==> config.mk <==
export PLATFORM = sky130hd
export DESIGN_NAME = synth_regbank
export DESIGN_NICKNAME = d
export VERILOG_FILES = /design/src/rtl/regbank_pkg.sv /design/src/rtl/regbank_collector.sv /design/src/rtl/regbank_shadow.sv /design/src/rtl/regbank_active.sv /design/src/rtl/synth_regbank.sv
export SDC_FILE = /design/constraint.sdc
export NUM_CORES = 1
export LEC_CHECK = 0
export BUFFER_PORTS_ARGS = -buffer_cell sky130_fd_sc_hd__buf_2
export CAP_MARGIN = 20
export CORE_AREA = 2 2 175 177
export DETAILED_ROUTE_END_ITERATION = 8
export DIE_AREA = 0 0 177 179
export GPL_TIMING_DRIVEN = 0
export PLACE_DENSITY = 0.84
export SLEW_MARGIN = 5
export SYNTH_ARGS = -nofsm -noshare
export SYNTH_HDL_FRONTEND = slang
export SYNTH_SLANG_ARGS = --single-unit
==> constraint.sdc <==
create_clock -name clk -period 2.9 [get_ports clk]
set_input_delay 0.29 -clock clk [delete_from_list [all_inputs] [get_ports clk]]
set_output_delay 0.29 -clock clk [all_outputs]
set_load 0.01 [all_outputs]
==> src/rtl/regbank_pkg.sv <==
package regbank_pkg;
  localparam int NREG = 7;
  localparam int MAXB = 5;
  localparam int WMAX = 8 * MAXB;
  localparam int IW   = $clog2(NREG);
  localparam int CW   = $clog2(MAXB + 1);

  typedef logic [WMAX-1:0] word_t;

  // Data byte count per register index
  function automatic int reg_bytes(input int i);
    case (i)
      0: return 4;
      1: return 3;
      2: return 4;
      3: return 2;
      4: return 4;
      5: return 5;
      default: return 5;
    endcase
  endfunction

  // Instruction byte value per register index
  function automatic logic [7:0] reg_addr(input int i);
    case (i)
      0: return 8'h00;
      1: return 8'h01;
      2: return 8'h04;
      3: return 8'h05;
      4: return 8'h06;
      5: return 8'h07;
      default: return 8'h08;
    endcase
  endfunction
endpackage

==> src/rtl/regbank_collector.sv <==
module regbank_collector
  import regbank_pkg::*;
(
  input  logic          clk,
  input  logic          rst_n,
  input  logic          byte_vld,
  input  logic          byte_is_cmd,
  input  logic [7:0]    byte_dat,
  output logic          wr_en,
  output logic [IW-1:0] wr_idx,
  output word_t         wr_data
);
  logic          busy_q, busy_d;
  logic [IW-1:0] idx_q, idx_d;
  logic [CW-1:0] left_q, left_d;
  word_t         sh_q, sh_d;
  logic          hit;
  logic [IW-1:0] hit_idx;

  // Instruction decode
  always_comb begin
    hit     = 1'b0;
    hit_idx = '0;
    for (int i = 0; i < NREG; i++) begin
      if (byte_dat == reg_addr(i)) begin
        hit     = 1'b1;
        hit_idx = IW'(i);
      end
    end
  end

  // Next state
  always_comb begin
    busy_d  = busy_q;
    idx_d   = idx_q;
    left_d  = left_q;
    sh_d    = sh_q;
    wr_en   = 1'b0;
    wr_idx  = idx_q;
    wr_data = {sh_q[WMAX-9:0], byte_dat};
    if (byte_is_cmd) begin
      busy_d = hit;
      idx_d  = hit_idx;
      left_d = CW'(reg_bytes(int'(hit_idx)));
      sh_d   = '0;
    end else if (busy_q) begin
      sh_d   = wr_data;
      left_d = left_q - 1'b1;
      if (left_q == CW'(1)) begin
        busy_d = 1'b0;
        wr_en  = byte_vld;
      end
    end
  end

  always_ff @(posedge clk or negedge rst_n) begin
    if (!rst_n) begin
      busy_q <= 1'b0;
      idx_q  <= '0;
      left_q <= '0;
      sh_q   <= '0;
    end else if (byte_vld) begin
      busy_q <= busy_d;
      idx_q  <= idx_d;
      left_q <= left_d;
      sh_q   <= sh_d;
    end
  end

  p_left_range_r2: assert property (@(posedge clk) disable iff (!rst_n)
    busy_q |-> (left_q != '0 && left_q <= CW'(MAXB)));
  p_write_needs_frame_r6: assert property (@(posedge clk) disable iff (!rst_n)
    wr_en |-> (busy_q && !byte_is_cmd));
  p_no_write_after_cmd_r7: assert property (@(posedge clk) disable iff (!rst_n)
    (byte_vld && byte_is_cmd) |=> !wr_en);
endmodule

==> src/rtl/regbank_shadow.sv <==
module regbank_shadow
  import regbank_pkg::*;
(
  input  logic            clk,
  input  logic            rst_n,
  input  logic            wr_en,
  input  logic [IW-1:0]   wr_idx,
  input  word_t           wr_data,
  input  logic            io_update,
  output word_t           shadow_q [NREG],
  output logic [NREG-1:0] dirty_q
);
  logic [NREG-1:0] sel;
  logic [NREG-1:0] dirty_d;

  for (genvar g = 0; g < NREG; g++) begin : g_buf
    localparam int    W    = 8 * reg_bytes(g);
    localparam word_t MASK = ~(word_t'('1) << W);
    assign sel[g] = wr_en && (wr_idx == IW'(g));
    always_ff @(posedge clk or negedge rst_n) begin
      if (!rst_n) shadow_q[g] <= '0;
      else if (sel[g]) shadow_q[g] <= wr_data & MASK;
    end
  end

  always_comb dirty_d = (io_update ? '0 : dirty_q) | sel;

  always_ff @(posedge clk or negedge rst_n) begin
    if (!rst_n) dirty_q <= '0;
    else        dirty_q <= dirty_d;
  end

  p_dirty_marks_r8: assert property (@(posedge clk) disable iff (!rst_n)
    wr_en |=> dirty_q[$past(wr_idx)]);
  p_dirty_clears_r12: assert property (@(posedge clk) disable iff (!rst_n)
    (io_update && !wr_en) |=> (dirty_q == '0));
  p_buffer_hold_r6: assert property (@(posedge clk) disable iff (!rst_n)
    !wr_en |=> $stable(shadow_q[0]) && $stable(shadow_q[5]));
endmodule

==> src/rtl/regbank_active.sv <==
module regbank_active
  import regbank_pkg::*;
(
  input  logic            clk,
  input  logic            rst_n,
  input  logic            io_update,
  input  word_t           shadow_q [NREG],
  input  logic [NREG-1:0] dirty_q,
  output word_t           active_q [NREG],
  output logic [NREG-1:0] chg_q
);
  for (genvar g = 0; g < NREG; g++) begin : g_act
    always_ff @(posedge clk or negedge rst_n) begin
      if (!rst_n) active_q[g] <= '0;
      else if (io_update) active_q[g] <= shadow_q[g];
    end
  end

  always_ff @(posedge clk or negedge rst_n) begin
    if (!rst_n) chg_q <= '0;
    else        chg_q <= io_update ? dirty_q : '0;
  end

  p_active_hold_r4: assert property (@(posedge clk) disable iff (!rst_n)
    !io_update |=> ($stable(active_q[2]) && $stable(active_q[6])));
  p_pulse_needs_update_r8: assert property (@(posedge clk) disable iff (!rst_n)
    !io_update |=> (chg_q == '0));
endmodule

==> src/rtl/synth_regbank.sv <==
module synth_regbank
  import regbank_pkg::*;
(
  input  logic        clk,
  input  logic        rst_n,
  input  logic        byte_vld,
  input  logic        byte_is_cmd,
  input  logic [7:0]  byte_dat,
  input  logic        io_update,
  output logic [31:0] ctl1_word,
  output logic [23:0] ctl2_word,
  output logic [4:0]  clk_mult,
  output logic        vco_hi,
  output logic [31:0] tune0,
  output logic [15:0] phase_ofs,
  output logic [31:0] tune1,
  output logic [7:0]  dn_rate,
  output logic [31:0] dn_delta,
  output logic [7:0]  up_rate,
  output logic [31:0] up_delta,
  output logic [6:0]  chg_pulse
);
  logic            wr_en;
  logic [IW-1:0]   wr_idx;
  word_t           wr_data;
  word_t           shadow_q [NREG];
  word_t           active_q [NREG];
  logic [NREG-1:0] dirty_q;
  logic [NREG-1:0] chg_q;

  regbank_collector u_coll (
    .clk(clk), .rst_n(rst_n), .byte_vld(byte_vld), .byte_is_cmd(byte_is_cmd),
    .byte_dat(byte_dat), .wr_en(wr_en), .wr_idx(wr_idx), .wr_data(wr_data));

  regbank_shadow u_shadow (
    .clk(clk), .rst_n(rst_n), .wr_en(wr_en), .wr_idx(wr_idx), .wr_data(wr_data),
    .io_update(io_update), .shadow_q(shadow_q), .dirty_q(dirty_q));

  regbank_active u_active (
    .clk(clk), .rst_n(rst_n), .io_update(io_update), .shadow_q(shadow_q),
    .dirty_q(dirty_q), .active_q(active_q), .chg_q(chg_q));

  assign ctl1_word = active_q[0][31:0];
  assign ctl2_word = active_q[1][23:0];
  assign clk_mult  = active_q[1][7:3];
  assign vco_hi    = active_q[1][2];
  assign tune0     = active_q[2][31:0];
  assign phase_ofs = active_q[3][15:0];
  assign tune1     = active_q[4][31:0];
  assign dn_rate   = active_q[5][39:32];
  assign dn_delta  = active_q[5][31:0];
  assign up_rate   = active_q[6][39:32];
  assign up_delta  = active_q[6][31:0];
  assign chg_pulse = 7'(chg_q);
endmodule

# After elaboration in Yosys (flattened, before gate mapping)
# Cells that the tools add are included.
# word_totals
word_cells,79
out_inout_bits,229
register_bits,485
# classes
n_mux,26
eq_ne,17
n_addsub,1
bitwise_logic,1
n_reduce_logical,14
# ops
cell,count
2-to-1 mux 32 bit,2
equality test 8 x 3 -> 1 bit (second input constant),4
2-to-1 mux 3 bit,5
2-to-1 mux 1 bit,14
2-to-1 mux 7 bit,2
equality test 3 x 2 -> 1 bit (second input constant),4
equality test 3 bit (second input constant),4
equality test 3 x 1 -> 1 bit (second input constant),3
one-hot mux 3 bit (3 select lines),1
equality test 8 x 1 -> 1 bit (second input constant),1
equality test 8 x 4 -> 1 bit (second input constant),1
zero test 8 bit,1
logical AND 1 bit,7
bitwise OR 7 bit,1
zero test 3 bit,2
2-to-1 mux 2 bit,2
AND reduction 2 bit,2
OR reduction 3 bit,1
subtractor 3 x 1 -> 3 bit (second input constant),1
nonzero test 2 bit,1

# Longest topological paths before layout
# logic_depth
ltp_word,11
depth_mapped,8
ltp_nobuf,5

# Modules after synthesis
# Synthesis repeated with hierarchy kept, for this count alone.
# hier_totals
cells_unflattened,1293
area_unflattened_um2,22034.9
# by_module_without_submodules
module,cells_per_inst,seq_area_each_um2,area_each_um2,n_inst
regbank_active,606,7181.9,11533.6,1
regbank_shadow,549,5580.4,8804.7,1
regbank_collector,132,975.9,1651.6,1
synth_regbank,6,0.0,45.0,1

# Least setup slack after synthesis
# Ideal clock, no wire load.
# synth_timing
path_kind,register to register
start,register u_coll.left_q[1]
end,register u_shadow.shadow_q[204] (netlist bit)
arrival_time_ns,1.729
period_less_slack_ns,1.854
setup_slack_ns,1.046
stages_incl_launch_ff,9
path_cell_list,dfrtp_1 inv_1 ha_1 nor2b_1 buf_2 and4b_1 buf_2 buf_4 mux2_2
# synth_between
elab_chain_cells,5
# synth_lines
item,line,source
from (decl),regbank_collector.sv:15,"logic [CW-1:0] left_q, left_d;"
from (signal assigned),regbank_collector.sv:65,left_q <= left_d;
equality test 3 x 1 -> 1 bit,regbank_collector.sv:49,if (left_q == CW'(1)) begin
2-to-1 mux 1 bit,regbank_collector.sv:49,
2-to-1 mux 1 bit,regbank_collector.sv:46,end else if (busy_q) begin
2-to-1 mux 1 bit,regbank_collector.sv:41,if (byte_is_cmd) begin
logical AND 1 bit,regbank_shadow.sv:19,assign sel[g] = wr_en && (wr_idx == IW'(g));
"to (signal, indexed assignment)",regbank_shadow.sv:22,else if (sel[g]) shadow_q[g] <= wr_data & MASK;
to (decl),regbank_shadow.sv:10,"output word_t shadow_q [NREG],"
# No other way between the ends.
# A chain may end at the register's enable or synchronous reset.

# Worst setup path after layout
# layout_timing
start,register u_coll.left_q[1]
end,register u_shadow.shadow_q[217] (netlist bit)
# The elaborated chain is that of the path after synthesis.

==> results.sh <==
export IMPL_status="finished clean"
export IMPL_dr_total_vias=10259
export IMPL_grt_max_degree=125
export IMPL_drive_gt1_frac=0.5567
export IMPL_synth_fa_ha_area_frac=0.001367
export IMPL_drtIter0Drc=535
export IMPL_peakVddDrop_mv=0.5904
export IMPL_grt_usage=0.2660
export IMPL_num_rows=64
export IMPL_ff2ff_setup_slack_ps=760
export IMPL_fp_dieH_um=179
export IMPL_muxShareOfSynthArea=0.2718
export IMPL_synth_top_area_frac=0.6632
export IMPL_ys_types=37
export IMPL_globalplace_congestion=0.7423
export IMPL_cts_hold_buf=1
export IMPL_start_kind="register"
export IMPL_crit_type="register to register"
export IMPL_final_util=0.7234
export IMPL_clock_skew_ps=12.37
export IMPL_arrival_ps=2560
export IMPL_netlist_top_cells_count="dfrtp_1 (485), mux2_2 (394), a22o_1 (32)"
export IMPL_routed_wl_um=41130
export IMPL_power_density_nw_per_um2=619.9
export IMPL_seqCellArea_um2=12140
export IMPL_power_leakage_uw=0.01200
export IMPL_final_area_um2=21720
export IMPL_reg2reg_depth=8
export IMPL_ioPinCount=242
export IMPL_path_clk_slew_ps=60
export IMPL_synthFlopType="dfrtp_1"
export IMPL_maxClockFrequency_mhz=467.6
export IMPL_cts_sinks=485
export IMPL_via_per_inst=5.652
export IMPL_synthXorXnorAreaFrac=0.0004786
export IMPL_ant_nets=0
export IMPL_start_util=0.6094
export IMPL_ys_top_cells_by_area="dfrtp_1 (66%), mux2_2 (24%), mux2_4 (2.4%)"
export IMPL_antenna_cells=0
export IMPL_worst_pin_slew_ps=758.0
export IMPL_dpl_cell_area_um2=20110
export IMPL_holdCritPathClass="input pin to register"
export IMPL_cts_resized=0
export IMPL_reg2reg_from="u_coll.left_q[1]"
export IMPL_synth_edf_count=0
export IMPL_ctsLongestPathBuffers=3
export IMPL_hold_viol=0
export IMPL_cts_max_level=2
export IMPL_cp_required_ps=3320
export IMPL_synth_top_family_by_area="multiplexers"
export IMPL_r2r_end="u_shadow.shadow_q[217]"
export IMPL_synth_net_count=1107
export IMPL_wire_per_inst_um=22.66
export IMPL_slew_headroom=0.4913
export IMPL_area_growth_pct=18.70
export IMPL_synth_seq_cells=485
export IMPL_critPathCaptureType="register"
export IMPL_avgSynthCellArea_um2=16.76
export IMPL_core_um2=30030
export IMPL_cts_root_buf="clkbuf_16"
export IMPL_yosysMostFrequentCell="dfrtp_1"
export IMPL_clk_latency_ps=540
export IMPL_netlist_area_um2=18300
export IMPL_drtPass1Iterations=4
export IMPL_yosys_area_share_simple=0.01566
export IMPL_synth_compound_area_frac=0.02366
export IMPL_cts_buffers=47
export IMPL_slew_viol_final=0
export IMPL_final_nets=1399
export IMPL_holdCritStartpoint="byte_is_cmd"
export IMPL_seq_area_frac_synth=0.6632
export IMPL_period_share=0.7375
export IMPL_drc=0
export IMPL_cts_tree="done"
export IMPL_antenna_found_initial=0
export IMPL_syn_inst=1092
export IMPL_async_flop_share=1.000
export IMPL_postCtsSetupRepairBufs=0
export IMPL_cap_viol_max_count=0
export IMPL_rsz0062_at_grt="false"
export IMPL_setup_viol=0
export IMPL_crit_fanout=10
export IMPL_hold_path_end="u_coll.left_q[1]"
export IMPL_multi_input_area_um2=5727
export IMPL_io_buffers=238
export IMPL_grt_pass1_vias=10700
export IMPL_yosys_warnings=0
export IMPL_grt_pass1_wl_um=63620
export IMPL_place_hpwl_um=27380
export IMPL_yosysTopAreaCell="dfrtp_1"
export IMPL_holdPathStages=3
export IMPL_dieArea_um2=31680
export IMPL_n_fill_cell=1907
export IMPL_grt_ovfl_total=0
export IMPL_fin_crit_ps=2139
export IMPL_die_w_um=177
## worst max path at each step
stage	from	endpoint	slack, ps
CTS	u_coll.left_q[1]	u_shadow.shadow_q[41]	760
floorplan	u_coll.left_q[1]	u_shadow.shadow_q[204]	1050
detailed placement	io_update	u_active.active_q[64]	560
global route	u_coll.left_q[1]	u_shadow.shadow_q[40]	650
finish	u_coll.left_q[1]	u_shadow.shadow_q[217]	760
global placement	rst_n	u_active.active_q[210]	-7670
## per-layer routing
metal / share of wire / global-route usage / up-vias
met2: 0.50 / 0.4480 / 313
met3: 0.067 / 0.06001 / 51
li1: - / - / 4463
met4: 0.015 / 0.05716 / 0
met5: 0 / 0 / -
met1: 0.42 / 0.3580 / 5432
## worst max-delay path, stage by stage (launching register included)
cell	delay, ps
dfrtp_1	360
inv_1	110
ha_1	150
nor2b_1	110
buf_2	240
and4b_1	210
buf_2	210
buf_4	270
mux2_2	370
## cells in the final DEF (no fill, tap or decap), drive strengths merged, types with 7 or more instances in the layout
| cell | n |
|---|---|
| clkbuf | 92 |
| nor2 | 7 |
| clkinv | 7 |
| nor2b | 7 |
| o21ai | 7 |
| buf | 290 |
| a22o | 32 |
| inv | 9 |
| dfrtp | 485 |
| mux2 | 432 |
## cell type report
type,count,area share
clock inverters,13,0.009043
well taps,396,0.02281
clock buffers,71,0.06486
plain buffers,69,0.01872
multi-input cells,530,0.2636
repair buffers,243,0.06083
inverters,8,0.001382
flip-flops and latches,485,0.5587
## cells by family (layout without fill, tap and decap cells)
| logic type | count (synthesis) | after routing |
|---|---|---|
| AOI/OAI and AO/OA | 55 | 55 |
| xor gates and xnor gates | 1 | 1 |
| adders and majority gates | 2 | 2 |
| buffers and inverters | 77 | 404 |
| DFF | 485 | 485 |
| muxes | 432 | 432 |
| and+or+nand+nor | 40 | 40 |
## registers in the layout (all words and copies together), names as in the netlist
register           cells
u_coll.left_q          3
u_active.chg_q         7
u_shadow.dirty_q       7
u_shadow.shadow_q    216
u_active.active_q    216
u_coll.sh_q           32
u_coll.busy_q          1
u_coll.wr_idx          3
## per-stage QoR
step	total power, µW	hold slack [ps]	setup WS [ps]	std cells	setup TNS [ps]
finish	13470	88.92	761.3	1815	0
global route	13890	106.7	646.8	1815	0
detailed placement	7318	139.0	560.0	1730	0
global placement	7290	461.5	-7665	1726	-3696320
floorplan	7080	-5.591	1046	1092	0
CTS	13540	74.74	763.8	1815	0
## power breakdown
group | total (µW) | internal [µW] | switching [µW]
Combinational | 386 | 108 | 278
Clock | 6280 | 3790 | 2490
Sequential | 6800 | 6780 | 18.1
(Power assumes the default switching activity.)
